## src/rtl/bitram_pkg.sv

```systemverilog
package bitram_pkg;
  localparam int unsigned ROW_AW_DEF = 2;
  localparam int unsigned COL_AW_DEF = 2;
endpackage

```

## src/rtl/bitram_dec.sv

```systemverilog
module bitram_dec #(
  parameter int unsigned IN_W  = 2,
  parameter int unsigned OUT_N = 1 << IN_W
) (
  input  logic            en,
  input  logic [IN_W-1:0] code,
  output logic [OUT_N-1:0] line
);
  for (genvar g = 0; g < OUT_N; g++) begin : g_line
    assign line[g] = en && (code == IN_W'(g));
  end
endmodule

```

## src/rtl/bitram_cell.sv

```systemverilog
module bitram_cell (
  input  logic clk,
  input  logic rst_n,
  input  logic we,
  input  logic d,
  output logic q
);
  logic q_nxt;

  always_comb begin
    q_nxt = q;
    if (we) q_nxt = d;
  end

  always_ff @(posedge clk or negedge rst_n) begin
    if (!rst_n) q <= 1'b0;
    else        q <= q_nxt;
  end
endmodule

```

## src/rtl/bitram_2d.sv

```systemverilog
module bitram_2d
  import bitram_pkg::*;
#(
  parameter int unsigned ROW_AW = ROW_AW_DEF,
  parameter int unsigned COL_AW = COL_AW_DEF
) (
  input  logic                     clk,
  input  logic                     rst_n,
  input  logic [ROW_AW+COL_AW-1:0] addr,
  input  logic                     din,
  input  logic                     rw,
  input  logic                     cs,
  output logic                     dout
);
  localparam int unsigned ADDR_W = ROW_AW + COL_AW;
  localparam int unsigned ROWS   = 1 << ROW_AW;
  localparam int unsigned COLS   = 1 << COL_AW;
  localparam int unsigned CELLS  = ROWS * COLS;

  // reset: asynchronous assert, synchronous release
  logic rst_meta, rst_sync_n;
  always_ff @(posedge clk or negedge rst_n) begin
    if (!rst_n) begin
      rst_meta   <= 1'b0;
      rst_sync_n <= 1'b0;
    end else begin
      rst_meta   <= 1'b1;
      rst_sync_n <= rst_meta;
    end
  end

  logic [ROWS-1:0]  row_ln;
  logic [COLS-1:0]  col_ln;
  logic [CELLS-1:0] cell_sel;
  logic [CELLS-1:0] mem_q;
  logic             wr_act;
  logic             rd_act;

  bitram_dec #(.IN_W(ROW_AW)) u_row_dec (
    .en   (1'b1),
    .code (addr[ADDR_W-1:COL_AW]),
    .line (row_ln)
  );

  bitram_dec #(.IN_W(COL_AW)) u_col_dec (
    .en   (cs),
    .code (addr[COL_AW-1:0]),
    .line (col_ln)
  );

  assign wr_act = ~rw;
  assign rd_act = rw;

  for (genvar r = 0; r < ROWS; r++) begin : g_row
    for (genvar c = 0; c < COLS; c++) begin : g_col
      localparam int unsigned IDX = r * COLS + c;
      assign cell_sel[IDX] = row_ln[r] & col_ln[c];
      bitram_cell u_cell (
        .clk   (clk),
        .rst_n (rst_sync_n),
        .we    (cell_sel[IDX] & wr_act),
        .d     (din),
        .q     (mem_q[IDX])
      );
    end
  end

  assign dout = rd_act & (|(cell_sel & mem_q));


  sel_onehot_chk: assert property (@(posedge clk) disable iff (!rst_sync_n)
    cs |-> ($countones(cell_sel) == 1));


  sel_idle_chk: assert property (@(posedge clk) disable iff (!rst_sync_n)
    !cs |-> (cell_sel == '0));


  hold_idle_chk: assert property (@(posedge clk) disable iff (!rst_sync_n)
    !cs |=> $stable(mem_q));


  hold_read_chk: assert property (@(posedge clk) disable iff (!rst_sync_n)
    (cs && rw) |=> $stable(mem_q));


  write_store_chk: assert property (@(posedge clk) disable iff (!rst_sync_n)
    (cs && !rw) |=> (mem_q[$past(addr)] == $past(din)));


  read_data_chk: assert property (@(posedge clk) disable iff (!rst_sync_n)
    (cs && rw) |-> (dout == mem_q[addr]));


  quiet_out_chk: assert property (@(posedge clk) disable iff (!rst_sync_n)
    !(cs && rw) |-> !dout);
endmodule

```

## config.mk

```make
export PLATFORM = sky130hd
export DESIGN_NAME = bitram_2d
export DESIGN_NICKNAME = d
export VERILOG_FILES = /design/src/rtl/bitram_pkg.sv /design/src/rtl/bitram_dec.sv /design/src/rtl/bitram_cell.sv /design/src/rtl/bitram_2d.sv
export SDC_FILE = /design/constraint.sdc
export NUM_CORES = 1
export LEC_CHECK = 0
export ABC_AREA = 1
export BUFFER_PORTS_ARGS = -buffer_cell sky130_fd_sc_hd__buf_2
export CELL_PAD_IN_SITES_DETAIL_PLACEMENT = 0
export CELL_PAD_IN_SITES_GLOBAL_PLACEMENT = 1
export CORE_MARGIN = 2
export CORE_UTILIZATION = 40
export DETAILED_ROUTE_END_ITERATION = 10
export HOLD_SLACK_MARGIN = 0.06
export PLACE_DENSITY = 0.78
export SLEW_MARGIN = 40
export SYNTH_ARGS = -nofsm -noshare
export SYNTH_HDL_FRONTEND = slang
export SYNTH_HIERARCHICAL = 1
export SYNTH_SLANG_ARGS = --single-unit
```

## constraint.sdc

```tcl
create_clock -name clk -period 0.8 [get_ports clk]
set_input_delay 0.04 -clock clk [delete_from_list [all_inputs] [get_ports clk]]
set_output_delay 0.04 -clock clk [all_outputs]
set_load 0.01 [all_outputs]
```

Word level (Yosys, flattened, before mapping)

Cells that the tools add are included.

Flip-flop bits (word level): 18

Bitwise operators: 35
Reductions and logical operators: 7
Equal/unequal tests: 6

Operators by type and width:

| operator                                                               | count |
|---|---|
| 1-bit bitwise AND                                                      | 33 |
| 16-bit bitwise AND                                                     | 1 |
| 16-bit OR reduction                                                    | 1 |
| 2-bit equality test (second input constant)                            | 4 |
| 2-bit by 1-bit equality test with 1-bit output (second input constant) | 2 |
| 1-bit logical AND                                                      | 4 |
| 2-bit zero test                                                        | 2 |
| 1-bit inverter                                                         | 1 |

Longest topological paths before layout

Depth after elaboration: 6
Gate-level depth with buffers: 9

By module

Netlist, hierarchy kept.

Modules (own cells, without submodules):

| module      | area each (µm²) | instances | sequential area each (µm²) | cells each |
|---|---|---|---|---|
| bitram_cell | 40.0            | 16        | 25.0                       | 5 |
| bitram_2d   | 330.3           | 1         | 50.0                       | 62 |
| bitram_dec  | 30.0            | 2         | 0.0                        | 8 |

Least setup slack after synthesis

OpenSTA, ideal clock, no wires.

Path kind: in2reg
From: in addr[3]
To: reg g_row[1].g_col[1].u_cell.q
Data arrival time: 0.778 ns
Stages on the path: 8
Path buffers: 0
Data required time: 0.684 ns
Setup slack: -0.095 ns
Cell sequence: inv_1 > nand2_1 > nor2_1 > inv_1 > nor3_1 > inv_1 > nand2_1 > nand2_1

Longest elaborated chain between the ends: 3

RTL lines:

| element                                        | line              | text |
|---|---|---|
| start: declaration                             | bitram_2d.sv:9    | `input logic [ROW_AW+COL_AW-1:0] addr,` |
| 2-bit by 1-bit equality test with 1-bit output | bitram_dec.sv:10  | `assign line[g] = en && (code == IN_W'(g));` |
| via row_ln[1]                                  | bitram_2d.sv:32   | `logic [ROWS-1:0] row_ln;` |
| 1-bit bitwise AND                              | bitram_2d.sv:57   | `assign cell_sel[IDX] = row_ln[r] & col_ln[c];` |
| 1-bit bitwise AND                              | bitram_2d.sv:61   | `.we (cell_sel[IDX] & wr_act),` |
| end signal: assignment                         | bitram_cell.sv:17 | `else q <= q_nxt;` |
| end: declaration                               | bitram_cell.sv:6  | `output logic q` |

The timed path passes the listed nets, and every way through them passes these cells.
A chain may end at the register's enable or synchronous reset.

Worst setup path in the final report

From: reg g_row[0].g_col[3].u_cell.q
To: out dout

Longest elaborated chain between the ends: 3

RTL lines:

| element                  | line              | text |
|---|---|---|
| start: declaration       | bitram_cell.sv:6  |  |
| start signal: assignment | bitram_cell.sv:17 |  |
| 16-bit bitwise AND       | bitram_2d.sv:68   | `assign dout = rd_act & (\|(cell_sel & mem_q));` |
| 16-bit OR reduction      | bitram_2d.sv:68   |  |
| 1-bit bitwise AND        | bitram_2d.sv:68   |  |
| end: declaration         | bitram_2d.sv:13   | `output logic dout` |

Every way passes these cells.

==> metrics.log <==
[metrics] type of destination of the critical path: output port
[metrics] critical path's top delay family: simple AND/OR/NAND/NOR gates
[metrics] post-synthesis cell type count: 8
[metrics] maximum count of clock buffers along a single path: 2
[metrics] ratio of cells with drive above 1 in the final layout: 31.52%
[metrics] final wirelength: 2555 um
[metrics] VDD IR-drop max: 1272 uV
[metrics] maximum number of pins on one net before global-route repair: 18
[metrics] worst slack at placement: -354.7 ps
[metrics] final estimated routing congestion in global placement: 0.7572
[metrics] total area of multi-input combinational cells: 610.6 sq um
[metrics] latest clock arrival within the worst-skew pair: 310 ps
[metrics] final max-slew violation count: 0
[metrics] P&R area growth vs syn: 35.56%
[metrics] final worst hold slack: 94.58 ps
[metrics] fraction of the yosys area taken by sequential cells: 43.69%
[metrics] power after layout: 2.009 mW
[metrics] count of antenna diodes in the layout: 0
[metrics] startpoint type of the worst setup path: flip-flop
[metrics] sum of net half-perimeters after detailed placement: 1839 um
[metrics] MaxCap Viol Count: 0
[metrics] clock buffer count from CTS: 3
[metrics] leakage power summed over all cells: 0.6946 nW
[metrics] time the worst path needs with I/O delays and setup: 1390 ps
[metrics] average via count per standard cell: 4.822
[metrics] Hold Path Class: in -> reg
[metrics] clock slew at the register clock pins of the worst setup and hold paths: 110 ps
[metrics] predominant post-synthesis flop cell: dfrtp_1
[metrics] num ports: 10
[metrics] final worst clock skew: 6.094 ps
[metrics] number of remaining DRC errors: 0
[metrics] via count of the first global-routing pass: 991
[metrics] die outline height: 54.77 um
[metrics] dominant cells by area after synthesis: dfrtp_1 (44%), nand2_1 (23%), inv_1 (11%)
[metrics] P per Cell Area: 1438 nW/um^2
[metrics] setup repair after global routing missed its margin: yes
[metrics] number of instances in the synthesized netlist: 158
[metrics] most numerous cell in the Yosys netlist: nand2_1
[metrics] post-synthesis sequential element count: 18
[metrics] largest stage delay on the critical path: 400 ps
[metrics] TritonCTS clock tree: yes
[metrics] Post-synth EDFFs: 0
[metrics] clock sink count: 18
[metrics] Chip Width: 54.77 um
[metrics] drt initial violations: 20
[metrics] average footprint of a synthesized cell: 6.525 sq um
[metrics] post-route fraction of the period consumed by the critical path: 173.7%
[metrics] post-route worst setup slack: -589.7 ps
[metrics] filler instances: 233
[metrics] final total negative setup slack: -589.7 ps
[metrics] final count of negative-setup-slack endpoints: 1
[metrics] fraction of registers with async set or reset after synthesis: 100.0%
[metrics] via count: 1,032
[metrics] root buf cell: clkbuf_4
[metrics] cell area after synthesis: 1031 sq um
[metrics] antenna-violating nets left: 0
[metrics] first-pass GRT wire length: 4146 um
[metrics] area fraction of the dominant cell type after synthesis: 43.69%
[metrics] GRT Residual Overflow: 0
[metrics] post-synthesis cell type with the largest combined area: dfrtp_1
[metrics] quantity of I/O buffers inserted on ports: 9
[metrics] top cells by instance count after synthesis: nand2_1 (62), inv_1 (29), dfrtp_1 (18), nand3_1 (16), nor3_1 (16)
[metrics] Final Hold Fails: 0
[metrics] fmax: 0.7196 GHz
[metrics] core region area: 2455 sq um
[metrics] sum of buffers and inverters on the critical path: 1
[metrics] failing checks: negative setup slack
[metrics] initial cell density of the core: 42.00%
[metrics] crit-path max FO: 2
[metrics] status: finished with violations
[metrics] Site Rows: 18
[metrics] sequential cell area in the final layout: 450.4 sq um
[metrics] post-layout net count: 194
[metrics] global-route usage over all layers: 19.47%
[metrics] Critical Path RT: 760 ps
[metrics] critical path, cell by cell: nand3_1 -> nand2_1 -> nor2_2 -> nand2_1 -> nor2_1 -> nor2_1 -> buf_2
[metrics] initial antenna violation count: 0
[metrics] slowest CP cell: dfrtp_1
[metrics] Synthesis Warnings: 6
[metrics] Die Outline Area: 3000 sq um
[metrics] Detailed Routing Iterations Pass 1: 4
[metrics] category of the most critical setup path: reg -> out
[metrics] number of H-tree levels: 1
[metrics] post-DR wirelength/cell: 11.94 um
[metrics] worst path arrival time: 1350 ps
## placed cells by master (no fill, tap or decap), types with 2 or more instances in the layout
cell            n
nor3_2         12
nor2_4          5
inv_1          22
nor3_4          3
nand2_1        60
dfrtp_1        18
nor2_1          4
conb_1          3
nand3_1        16
buf_4          10
buf_2           9
inv_2           6
nor2_2          5
clkbuf_4        3
dlygate4sd3_1   2
## power by group
| group | total [mW] | internal, mW | switching, mW | leakage, nW |
|---|---|---|---|---|
| logic | 0.347 | 0.130 | 0.217 | 0.437 |
| clock network | 0.582 | 0.278 | 0.303 | 0.0210 |
| registers | 1.08 | 1.02 | 0.0621 | 0.237 |
## what timing repair did
action                     in CTS  in global routing
hold buffers                    2                  0
resized for setup               2                 20
setup endpoints to repair       3                 16
hold endpoints to repair        2                  0
setup buffers                   0                  2
pin swaps                       1                  8
## cells by family (layout without fill, tap and decap cells)
family | Yosys count | after routing | synth area share (%)
buffers and inverters | 31 | 55 | 12.74
other | 1 | 3 | 0.3637
and+or+nand+nor | 108 | 108 | 43.20
DFF | 18 | 18 | 43.69
## area by class of cell
cell class | count | share of cell area, %
multi-input combinational | 111 | 43.69
sequential | 18 | 32.23
timing repair buffer | 22 | 10.83
inverter | 29 | 7.968
tap | 30 | 2.686
clock buffer | 4 | 2.596
## metal layers
metal,vias to the layer above,global-route usage (%),share of wire [%]
met1,483,23.98,45
li1,530,-,-
met4,0,7.500,1.7
met2,14,34.13,51
met3,5,2.459,2.6
met5,-,0,0
## sequential cells by signal, indices dropped and copies added (netlist names)
name / flops
g_row.g_col.u_cell/q: 16
rst_sync_n: 1
rst_meta: 1
## worst register-to-register path, delay by kind of cell, from the launching register on
family	cells	cell delay, ps
DFF	1	400
and+or+nand+nor	2	90
buffers and inverters	1	130
## through the flow
step	area [sq um]	util (%)	instances
floorplan	1119	-	160
finish	1398	56.93	214
global route	1398	56.93	214
detailed placement	1246	50.76	206
global placement	1246	50.76	206
CTS	1313	53.47	212
## worst paths after layout
| path | start | end | cells past startpoint | slack, ps |
|---|---|---|---|---|
| setup / recovery | g_row[0].g_col[3].u_cell/q | dout | 7 | -590 |
| hold / removal | din | g_row[3].g_col[1].u_cell/q | 3 | 90 |
| setup reg to reg | g_row[2].g_col[0].u_cell/q | g_row[2].g_col[0].u_cell/q | 3 | 80 |
| hold reg to reg | rst_sync_n | g_row[0].g_col[1].u_cell/q | 1 | 190 |
| max in group asynchronous | rst_n | rst_sync_n | 3 | 100 |
| min in group asynchronous | rst_sync_n | g_row[0].g_col[1].u_cell/q | 1 | 190 |
Note: power is estimated with default switching activity, not from simulation.
